[src/rtl/boot_pkg.sv]
package boot_pkg;

  typedef enum logic [2:0] {
    ST_SEL,
    ST_ROM,
    ST_HOST,
    ST_WRITE,
    ST_DONE,
    ST_RUN
  } boot_state_t;

  typedef enum logic {
    SRC_ROM,
    SRC_HOST
  } boot_src_t;

  localparam logic [1:0] MAP_LOAD = 2'd1;
  localparam logic [1:0] MAP_RUN  = 2'd2;

endpackage

[src/rtl/slow_access_timer.sv]
module slow_access_timer #(
  parameter int WAIT_STATES = 15
) (
  input  logic clk,
  input  logic rst_n,
  input  logic active,
  output logic last
);

  localparam int CNT_W = (WAIT_STATES > 0) ? $clog2(WAIT_STATES + 1) : 1;
  localparam logic [CNT_W-1:0] CNT_END = CNT_W'(WAIT_STATES);

  logic [CNT_W-1:0] cnt, cnt_d;

  assign last = active && (cnt == CNT_END);

  always_comb begin
    cnt_d = cnt;
    if (!active || last) cnt_d = '0;
    else                 cnt_d = cnt + CNT_W'(1);
  end

  always_ff @(posedge clk or negedge rst_n) begin
    if (!rst_n) cnt <= '0;
    else        cnt <= cnt_d;
  end

  // the wait counter never runs past the programmed wait-state count
  p_cnt_bound_r3: assert property (@(posedge clk) disable iff (!rst_n)
    cnt <= CNT_END);

  // an access that has not reached its end keeps counting
  p_cnt_step_r3: assert property (@(posedge clk) disable iff (!rst_n)
    (active && !last) |=> (cnt == $past(cnt) + CNT_W'(1)));

endmodule

[src/rtl/byte_packer.sv]
module byte_packer #(
  parameter int LANES = 3
) (
  input  logic               clk,
  input  logic               rst_n,
  input  logic               take,
  input  logic [7:0]         byte_in,
  output logic               at_last,
  output logic [LANES*8-1:0] word
);

  localparam int LANE_W = (LANES > 1) ? $clog2(LANES) : 1;
  localparam logic [LANE_W-1:0] LANE_END = LANE_W'(LANES - 1);

  logic [LANE_W-1:0] lane, lane_d;

  assign at_last = (lane == LANE_END);

  always_comb begin
    lane_d = lane;
    if (take) lane_d = at_last ? '0 : lane + LANE_W'(1);
  end

  always_ff @(posedge clk or negedge rst_n) begin
    if (!rst_n) lane <= '0;
    else        lane <= lane_d;
  end

  for (genvar g = 0; g < LANES; g++) begin : g_lane
    logic lane_en;
    assign lane_en = take && (lane == LANE_W'(g));
    always_ff @(posedge clk or negedge rst_n) begin
      if (!rst_n)       word[g*8 +: 8] <= '0;
      else if (lane_en) word[g*8 +: 8] <= byte_in;
    end
  end

  // the lane pointer stays inside the word
  p_lane_bound_r5: assert property (@(posedge clk) disable iff (!rst_n)
    lane <= LANE_END);

  // with no byte offered the pointer holds its position
  p_lane_hold_r5: assert property (@(posedge clk) disable iff (!rst_n)
    !take |=> $stable(lane));

endmodule

[src/rtl/pram_boot_seq.sv]
module pram_boot_seq
  import boot_pkg::*;
#(
  parameter int              NWORDS      = 512,
  parameter int              WAIT_STATES = 15,
  parameter int              ADDR_W      = 16,
  parameter int              DATA_W      = 24,
  parameter logic [ADDR_W-1:0] ROM_BASE  = 16'hC000,
  localparam int             WADDR_W     = $clog2(NWORDS)
) (
  input  logic               clk,
  input  logic               rst_n,
  output logic [ADDR_W-1:0]  ext_addr,
  output logic               ext_rd,
  input  logic [DATA_W-1:0]  ext_data,
  input  logic               host_valid,
  input  logic [7:0]         host_byte,
  output logic               host_ready,
  output logic               pram_we,
  output logic [WADDR_W-1:0] pram_addr,
  output logic [DATA_W-1:0]  pram_wdata,
  output logic [1:0]         map_mode,
  output logic               core_run,
  output logic               boot_done
);

  localparam int BYTES_PER_WORD = DATA_W / 8;
  localparam int NBYTES         = NWORDS * BYTES_PER_WORD;
  localparam int BIDX_W         = $clog2(NBYTES + 1);
  localparam int SEL_BIT        = DATA_W - 1;
  localparam logic [WADDR_W-1:0] LAST_WORD = WADDR_W'(NWORDS - 1);

  boot_state_t         state, state_d;
  boot_src_t           src, src_d;
  logic [BIDX_W-1:0]   byte_idx, byte_idx_d;
  logic [WADDR_W-1:0]  word_idx, word_idx_d;
  logic                acc_active, acc_last;
  logic                take;
  logic [7:0]          take_byte;
  logic                lane_last;
  logic [DATA_W-1:0]   packed_word;
  logic                unused_hi_bits;

  assign unused_hi_bits = ^ext_data[SEL_BIT-1:8];

  assign acc_active = (state == ST_SEL) || (state == ST_ROM);

  slow_access_timer #(
    .WAIT_STATES (WAIT_STATES)
  ) u_timer (
    .clk    (clk),
    .rst_n  (rst_n),
    .active (acc_active),
    .last   (acc_last)
  );

  byte_packer #(
    .LANES (BYTES_PER_WORD)
  ) u_packer (
    .clk     (clk),
    .rst_n   (rst_n),
    .take    (take),
    .byte_in (take_byte),
    .at_last (lane_last),
    .word    (packed_word)
  );

  always_comb begin
    state_d    = state;
    src_d      = src;
    byte_idx_d = byte_idx;
    word_idx_d = word_idx;
    take       = 1'b0;
    take_byte  = ext_data[7:0];
    case (state)
      ST_SEL: begin
        if (acc_last) begin
          if (ext_data[SEL_BIT]) begin
            src_d      = SRC_ROM;
            take       = 1'b1;
            byte_idx_d = BIDX_W'(1);
            state_d    = ST_ROM;
          end else begin
            src_d   = SRC_HOST;
            state_d = ST_HOST;
          end
        end
      end
      ST_ROM: begin
        if (acc_last) begin
          take       = 1'b1;
          byte_idx_d = byte_idx + BIDX_W'(1);
          if (lane_last) state_d = ST_WRITE;
        end
      end
      ST_HOST: begin
        take_byte = host_byte;
        if (host_valid) begin
          take = 1'b1;
          if (lane_last) state_d = ST_WRITE;
        end
      end
      ST_WRITE: begin
        if (word_idx == LAST_WORD) begin
          state_d = ST_DONE;
        end else begin
          word_idx_d = word_idx + WADDR_W'(1);
          state_d    = (src == SRC_ROM) ? ST_ROM : ST_HOST;
        end
      end
      ST_DONE: state_d = ST_RUN;
      default: state_d = ST_RUN;
    endcase
  end

  always_ff @(posedge clk or negedge rst_n) begin
    if (!rst_n) begin
      state    <= ST_SEL;
      src      <= SRC_ROM;
      byte_idx <= '0;
      word_idx <= '0;
    end else begin
      state    <= state_d;
      src      <= src_d;
      byte_idx <= byte_idx_d;
      word_idx <= word_idx_d;
    end
  end

  assign ext_rd     = acc_active;
  assign ext_addr   = ROM_BASE + ADDR_W'(byte_idx);
  assign host_ready = (state == ST_HOST);
  assign pram_we    = (state == ST_WRITE);
  assign pram_addr  = word_idx;
  assign pram_wdata = packed_word;
  assign core_run   = (state == ST_DONE) || (state == ST_RUN);
  assign map_mode   = core_run ? MAP_RUN : MAP_LOAD;
  assign boot_done  = (state == ST_DONE);

  // an unfinished access keeps the strobe and the address
  p_addr_hold_r3: assert property (@(posedge clk) disable iff (!rst_n)
    (ext_rd && !acc_last) |=> (ext_rd && $stable(ext_addr)));

  // a write pulse lasts one cycle
  p_we_single_r6: assert property (@(posedge clk) disable iff (!rst_n)
    pram_we |=> !pram_we);

  // the host handshake and the ROM strobe never overlap
  p_host_excl_r7: assert property (@(posedge clk) disable iff (!rst_n)
    host_ready |-> !ext_rd);

  // the run map, once entered, is kept
  p_mode_hold_r8: assert property (@(posedge clk) disable iff (!rst_n)
    (map_mode == MAP_RUN) |=> (map_mode == MAP_RUN));

  // release follows a write, the done pulse is single, release is sticky
  p_run_after_write_r9: assert property (@(posedge clk) disable iff (!rst_n)
    $rose(core_run) |-> $past(pram_we));
  p_done_pulse_r9: assert property (@(posedge clk) disable iff (!rst_n)
    boot_done |=> (!boot_done && core_run));
  p_run_sticky_r9: assert property (@(posedge clk) disable iff (!rst_n)
    core_run |=> core_run);

  // a running core sees no loader traffic
  p_quiet_r10: assert property (@(posedge clk) disable iff (!rst_n)
    core_run |-> !(ext_rd || pram_we || host_ready));

endmodule

[config.mk]
export PLATFORM = sky130hd
export DESIGN_NAME = pram_boot_seq
export DESIGN_NICKNAME = d
export VERILOG_FILES = /design/src/rtl/boot_pkg.sv /design/src/rtl/slow_access_timer.sv /design/src/rtl/byte_packer.sv /design/src/rtl/pram_boot_seq.sv
export SDC_FILE = /design/constraint.sdc
export NUM_CORES = 1
export LEC_CHECK = 0
export CELL_PAD_IN_SITES_DETAIL_PLACEMENT = 0
export CELL_PAD_IN_SITES_GLOBAL_PLACEMENT = 1
export CORE_UTILIZATION = 31
export CTS_CLUSTER_DIAMETER = 200
export CTS_CLUSTER_SIZE = 8
export DETAILED_ROUTE_END_ITERATION = 10
export PLACE_DENSITY_LB_ADDON = 0.1
export SYNTH_ARGS = -nofsm -noshare
export SYNTH_HDL_FRONTEND = slang
export SYNTH_HIERARCHICAL = 1
export SYNTH_SLANG_ARGS = --single-unit
[constraint.sdc]
create_clock -name clk -period 2.5 [get_ports clk]
set_input_delay 0.5 -clock clk [delete_from_list [all_inputs] [get_ports clk]]
set_output_delay 0.5 -clock clk [all_outputs]
set_load 0.01 [all_outputs]
[Word-level counts from Yosys, hierarchy flattened]
Cells that the tools add are included.
Cells by class
  add/subtract/negate cells: 5
  eq/ne operators: 13
  mux-type cells: 22
  bitwise operators: 1
  reduce and logical (&&, ||, !) cells: 15
Operator list (count)
  $mux 11: 3
  $pmux 11 s2: 1
  $add 15x12->16 const A: 1
  $mux 3: 5
  $pmux 3 s4: 1
  $add 11x1->11 const B: 1
  $add 9x1->9 const B: 1
  $eq 9x9->1 const B: 1
  $mux 2: 4
  $mux 8: 1
  $eq 3x2->1 const B: 2
  $eq 3x3->1 const B: 2
  $mux 1: 5
  $add 4x1->4 const B: 1
  $eq 4x4->1 const B: 1
  $logic_and 1x1->1: 4
  $mux 4: 1
  $ne 2x1->1 const B: 2
  $ne 2x2->1 const B: 2
  $reduce_and 2->1: 2
  $reduce_and 4->1: 1
  $eq 3x1->1 const B: 1
  $logic_not 3->1: 1
  $logic_or 1x1->1: 3
  other kinds (9): 9
Storage, ports and cells
  flip-flop bits (word level): 54
  bits of input ports: 35
  output and inout port bits: 56
  word-level logic and storage cells: 65

[Depth between registers and ports, before layout]
  word-level depth: 6
  gate-level depth with buffers: 10
  mapped depth without buffers: 8

[Cells and area by module]
The synthesis kept the hierarchy.
By module, submodules not included
  pram_boot_seq: times used 1, cells each 140, area an instance 1452.6 um^2, sequential area each 600.6 um^2
  byte_packer: times used 1, cells each 58, area an instance 987.2 um^2, sequential area each 650.6 um^2
  slow_access_timer: times used 1, cells each 15, area an instance 173.9 um^2, sequential area each 100.1 um^2

[Least setup slack after synthesis]
No wires, ideal clock.
  path type: register to register
  from: register state[2]
  to: register u_packer.word[0]
  library setup time: 0.125 ns
  data arrival time: 2.775 ns
  data required time: 2.375 ns
  slack: -0.400 ns
  stages on the path, launching flop included: 11
  path buffers: 2
  clock period less this slack: 2.900 ns
  cell sequence: dfrtp_1 buf_2 nor2_1 inv_1 nor2_1 or4b_4 buf_6 nor2_1 a211o_1 nor3b_4 mux2_2
Between the ends
  word-level cells in the longest chain between the ends: 6
  elaborated cells between the ends (all ways): 10
  those cells by class: eq/ne: 2; mux: 4; reduce/logical: 4
RTL lines
  start, declared: line pram_boot_seq.sv:33  | boot_state_t state, state_d;
  start signal, assigned: line pram_boot_seq.sv:123  | state <= state_d;
  $eq 3x1->1 / $logic_not 3->1 (equally long branches): line pram_boot_seq.sv:46  | assign acc_active = (state == ST_SEL) || (state == ST_ROM);
  $logic_or 1x1->1 (*): line pram_boot_seq.sv:46
  via ext_rd: line pram_boot_seq.sv:14  | output logic ext_rd,
  $logic_and 1x1->1 (*): line slow_access_timer.sv:15  | assign last = active && (cnt == CNT_END);
  via acc_last: line pram_boot_seq.sv:37  | logic acc_active, acc_last;
  $mux 1 (on tied branches): line pram_boot_seq.sv:90, pram_boot_seq.sv:77
  $pmux 1 s3 (*): line pram_boot_seq.sv:75  | case (state)
  via take: line pram_boot_seq.sv:38  | logic take;
  $logic_and 1x1->1 (*): line byte_packer.sv:31  | assign lane_en = take && (lane == LANE_W'(g));
  end signal, assigned by index: line byte_packer.sv:34  | else if (lane_en) word[g*8 +: 8] <= byte_in;
  end, declared: line byte_packer.sv:9  | output logic [LANES*8-1:0] word
The timed path passes the listed nets; every way through them passes the cells marked *.
A chain may end at the register's enable or synchronous reset.

[Final worst setup path]
  from: register u_timer.cnt[1]
  to: register u_packer.word[6]
Between the ends
  word-level cells in the longest chain between the ends: 5
  elaborated cells between the ends (all ways): 6
  those cells by class: eq/ne: 1; mux: 3; reduce/logical: 2
RTL lines
  start, declared: line slow_access_timer.sv:13  | logic [CNT_W-1:0] cnt, cnt_d;
  start signal, assigned: line slow_access_timer.sv:25  | else cnt <= cnt_d;
  $eq 4x4->1 (*): line slow_access_timer.sv:15
  $logic_and 1x1->1 (*): line slow_access_timer.sv:15
  via acc_last: line pram_boot_seq.sv:37
  $mux 1 (on tied branches): line pram_boot_seq.sv:90, pram_boot_seq.sv:77
  $pmux 1 s3 (*): line pram_boot_seq.sv:75
  via take: line pram_boot_seq.sv:38
  $logic_and 1x1->1 (*): line byte_packer.sv:31
Marks and branches as above.

==> flow_summary.ini <==
[outcome]
status = finished, final reports clean

[floorplanning]
initial_utilization = 0.320
die_area_um2 = 8800
placeableCoreArea_um2 = 8180
io-pin-count = 91
die_y_um = 93.8
die_x_um = 93.8
fp-row-count = 33

[power]
totalPowerFinal_mw = 3.24
worst_ir_drop_vdd_v = 0.000467
leakage_nw = 1.58
pwr_density_cell_nw_per_um2 = 870

[clock_tree]
clk_path_buf_depth = 2
htree_num_levels = 2
cts_root_buf = clkbuf_8
tritoncts_num_sinks = 54
clock_tree_from_tritoncts = yes
clkTransAtPathRegs_ns = 0.10
cts_hold_buf = 0
cts_buffers = 5
clock_insertion_delay_worst_skew_ns = 0.31

[setup_path]
setup.worst_path.end_class = register
startpoint = u_timer/cnt[1]$_DFF_PN0_
timing.critical_path.to = u_packer/word[6]$_DFFE_PN0P_
timing.setup.critical_path_class = register to register
worst_r2r_endpoint = u_packer/word[6]$_DFFE_PN0P_
worst_setup_path_start_kind = register
crit_path_max_fanout = 4
timing.rr.start = u_timer/cnt[1]$_DFF_PN0_
rrSetupSlack_ns = 0.09
critPathArrivalTime_ns = 2.61
r2r.worst_path.cells = 9
worst_ep_required_time_ns = 2.70

[sta]
fin_crit_sh = 0.963
max_freq_ghz = 0.415
timing.clock.skew_ns = 0.00797
shortest_period_the_worst_path_allows_ns = 2.41
fin_ws_ns = 0.0931
holdWs_ns = 0.0404
setup_violations = 0
final.setup.tns_ns = 0
timing.final.max_slew_violations = 0
hold_viol = 0

[detailed_routing]
initialDrtViolationCount = 95
routed_via_density = 4.73
detailedRoute.firstPassIterationCount = 4
route.detailed.wl_per_inst_um = 14.0
routed_wirelength_um = 5660
detailroute.via_count = 1917
drt_drc_violations_left = 0
antenna_left = 0

[placed_design]
post-place-cells = 392
global_placement_routability_congestion = 0.708
detailed_place_hpwl_um = 4010
post-place-ws_ns = 0.0472
portBuffers = 70

[grt]
grt_first_pass_wirelength_um = 9200
grt_max_degree = 47
grt_pass1_vias = 1813
global_route.overflow_total = 0
global_route.usage.total = 0.136
grt_antenna_before_repair = 0

[finish]
drive_above_1_share = 0.270
num-nets-final = 338
layout-area-overhead-vs-synth_pct = 42.5
antennaDiodeCount = 0
num-fill-cells = 796
stdcell_count = 405

[synthesis]
syn-instance-count = 213
synth-warning-count = 6
yosysTopAreaCell = dfrtp_1
synth_simple_gate_area_share = 0.127
yosys.cell_types.count = 48
post_synth_xor_area_fraction = 0.0268
number_of_synthesized_flops_with_an_enable_pin = 0
syn_avg_cell_area_um2 = 12.3
synth_adder_area_share = 0.0191
synthMuxAreaShare = 0.173
syn-cell-area_um2 = 2610
synth_compound_gate_area_share = 0.0833
post-synth-top-count-cell = dfrtp_1
seq_total_area_yosys = 0.517
yosys.area.top_type_share = 0.517
synthArstFlopShare = 1.00
yosys-top-cells-area = dfrtp_1, mux2_2, mux2i_1
synth-seq-cells = 54
synth_ff_type = dfrtp_1
largest_family_of_logic_cells_by_synthesized_area = multiplexers
yosys-top-cells-count = dfrtp_1, mux2_2, o21ai_0

[job]
cap_viol_max_count = 0

[hold_path]
hold_class = input port to async pin
==> what timing repair did <==
item,CTS,global route
hold endpoints to repair,0,0
setup endpoints to repair,0,19
gates resized for setup,0,4
buffers inserted,0,4
==> cells in the final DEF (no fill, tap or decap), types with 2 or more instances in the layout <==
cell type | netlist | layout
conb_1 | 2 | 5
mux2i_1 | 7 | 7
ha_1 | 4 | 3
nand3_1 | 5 | 4
buf_4 | 6 | 17
nor4_1 | 4 | 4
inv_1 | 8 | 7
dfrtp_1 | 54 | 54
nor2_4 | 0 | 3
a21oi_1 | 3 | 3
nand2_1 | 7 | 7
o21ai_0 | 11 | 11
clkdlybuf4s50_1 | 0 | 69
and3_1 | 3 | 3
mux2_2 | 34 | 26
nand3b_2 | 2 | 2
nor2_1 | 7 | 4
buf_12 | 0 | 2
a21o_1 | 3 | 3
nand4_1 | 6 | 6
o21bai_1 | 5 | 5
mux2_4 | 0 | 8
clkbuf_8 | 0 | 5
xnor2_1 | 7 | 7
==> power by group <==
| group | internal (mW) | switching, mW |
|---|---|---|
| clock | 0.198 | 0.293 |
| sequential | 1.14 | 0.179 |
| combinational | 0.914 | 0.517 |
| total | 2.25 | 0.990 |
==> metrics by stage <==
step	cell area, µm²	util
2_1_floorplan	2690	-
3_3_place_gp	3550	0.434
3_5_place_dp	3550	0.434
4_1_cts	3640	0.445
5_1_grt	3720	0.455
6_report	3720	0.455
==> critical path, stage by stage, from the launching register on <==
cell and delay, ns:
dfrtp_1 0.42, ha_4 0.17, nand3_4 0.08, nor2_4 0.10
or4b_4 0.49, nor2_4 0.14, a211o_4 0.13, nor3b_4 0.29
clkbuf_16 0.21, mux2_4 0.29
==> flip-flops by register name, indices dropped and copies added, names as in the netlist <==
register,cells
pram_addr,9
byte_idx,11
u_timer/cnt,4
state,3
u_packer/word,24
src,1
u_packer/lane,2
==> routing by layer <==
layer	vias to the layer above	GRT usage	routed length [µm]
li1	935	-	-
met1	935	0.181	2680
met2	42	0.207	2540
met3	5	0.0437	361
met4	0	0.0423	72
met5	-	0	0
==> cells by family (layout without fill, tap and decap cells) <==
logic type      after synthesis  count (layout)
compound gates               33              33
buf+inv                      22             106
xor+xnor                      8               8
other cells                   2               5
fa+ha+maj                     4               4
simple gates                 49              49
flops                        54              54
mux                          41              41
==> final cells by class <==
class	count	area, µm²	area share
flip-flops and latches	54	1350	0.363
multi-input cells	140	1230	0.331
repair buffers	90	888	0.239
well taps	105	131	0.0353
clock buffers	5	68.8	0.0185
inverters	8	30.0	0.00806
clock inverters	3	21.3	0.00571
==> worst min-delay path by stage <==
stage               start                        to  slack, ns  depth (start not counted)
floorplan           rst_n   byte_idx[0]$_DFFE_PN0P_       0.20                          0
global placement    rst_n   byte_idx[6]$_DFFE_PN0P_       0.38                          1
detailed placement  rst_n   byte_idx[6]$_DFFE_PN0P_       0.38                          1
CTS                 rst_n  byte_idx[10]$_DFFE_PN0P_       0.03                          1
global route        rst_n   byte_idx[6]$_DFFE_PN0P_       0.04                          1
finish              rst_n   byte_idx[6]$_DFFE_PN0P_       0.04                          1
Note: power is estimated with default switching activity, not from simulation.
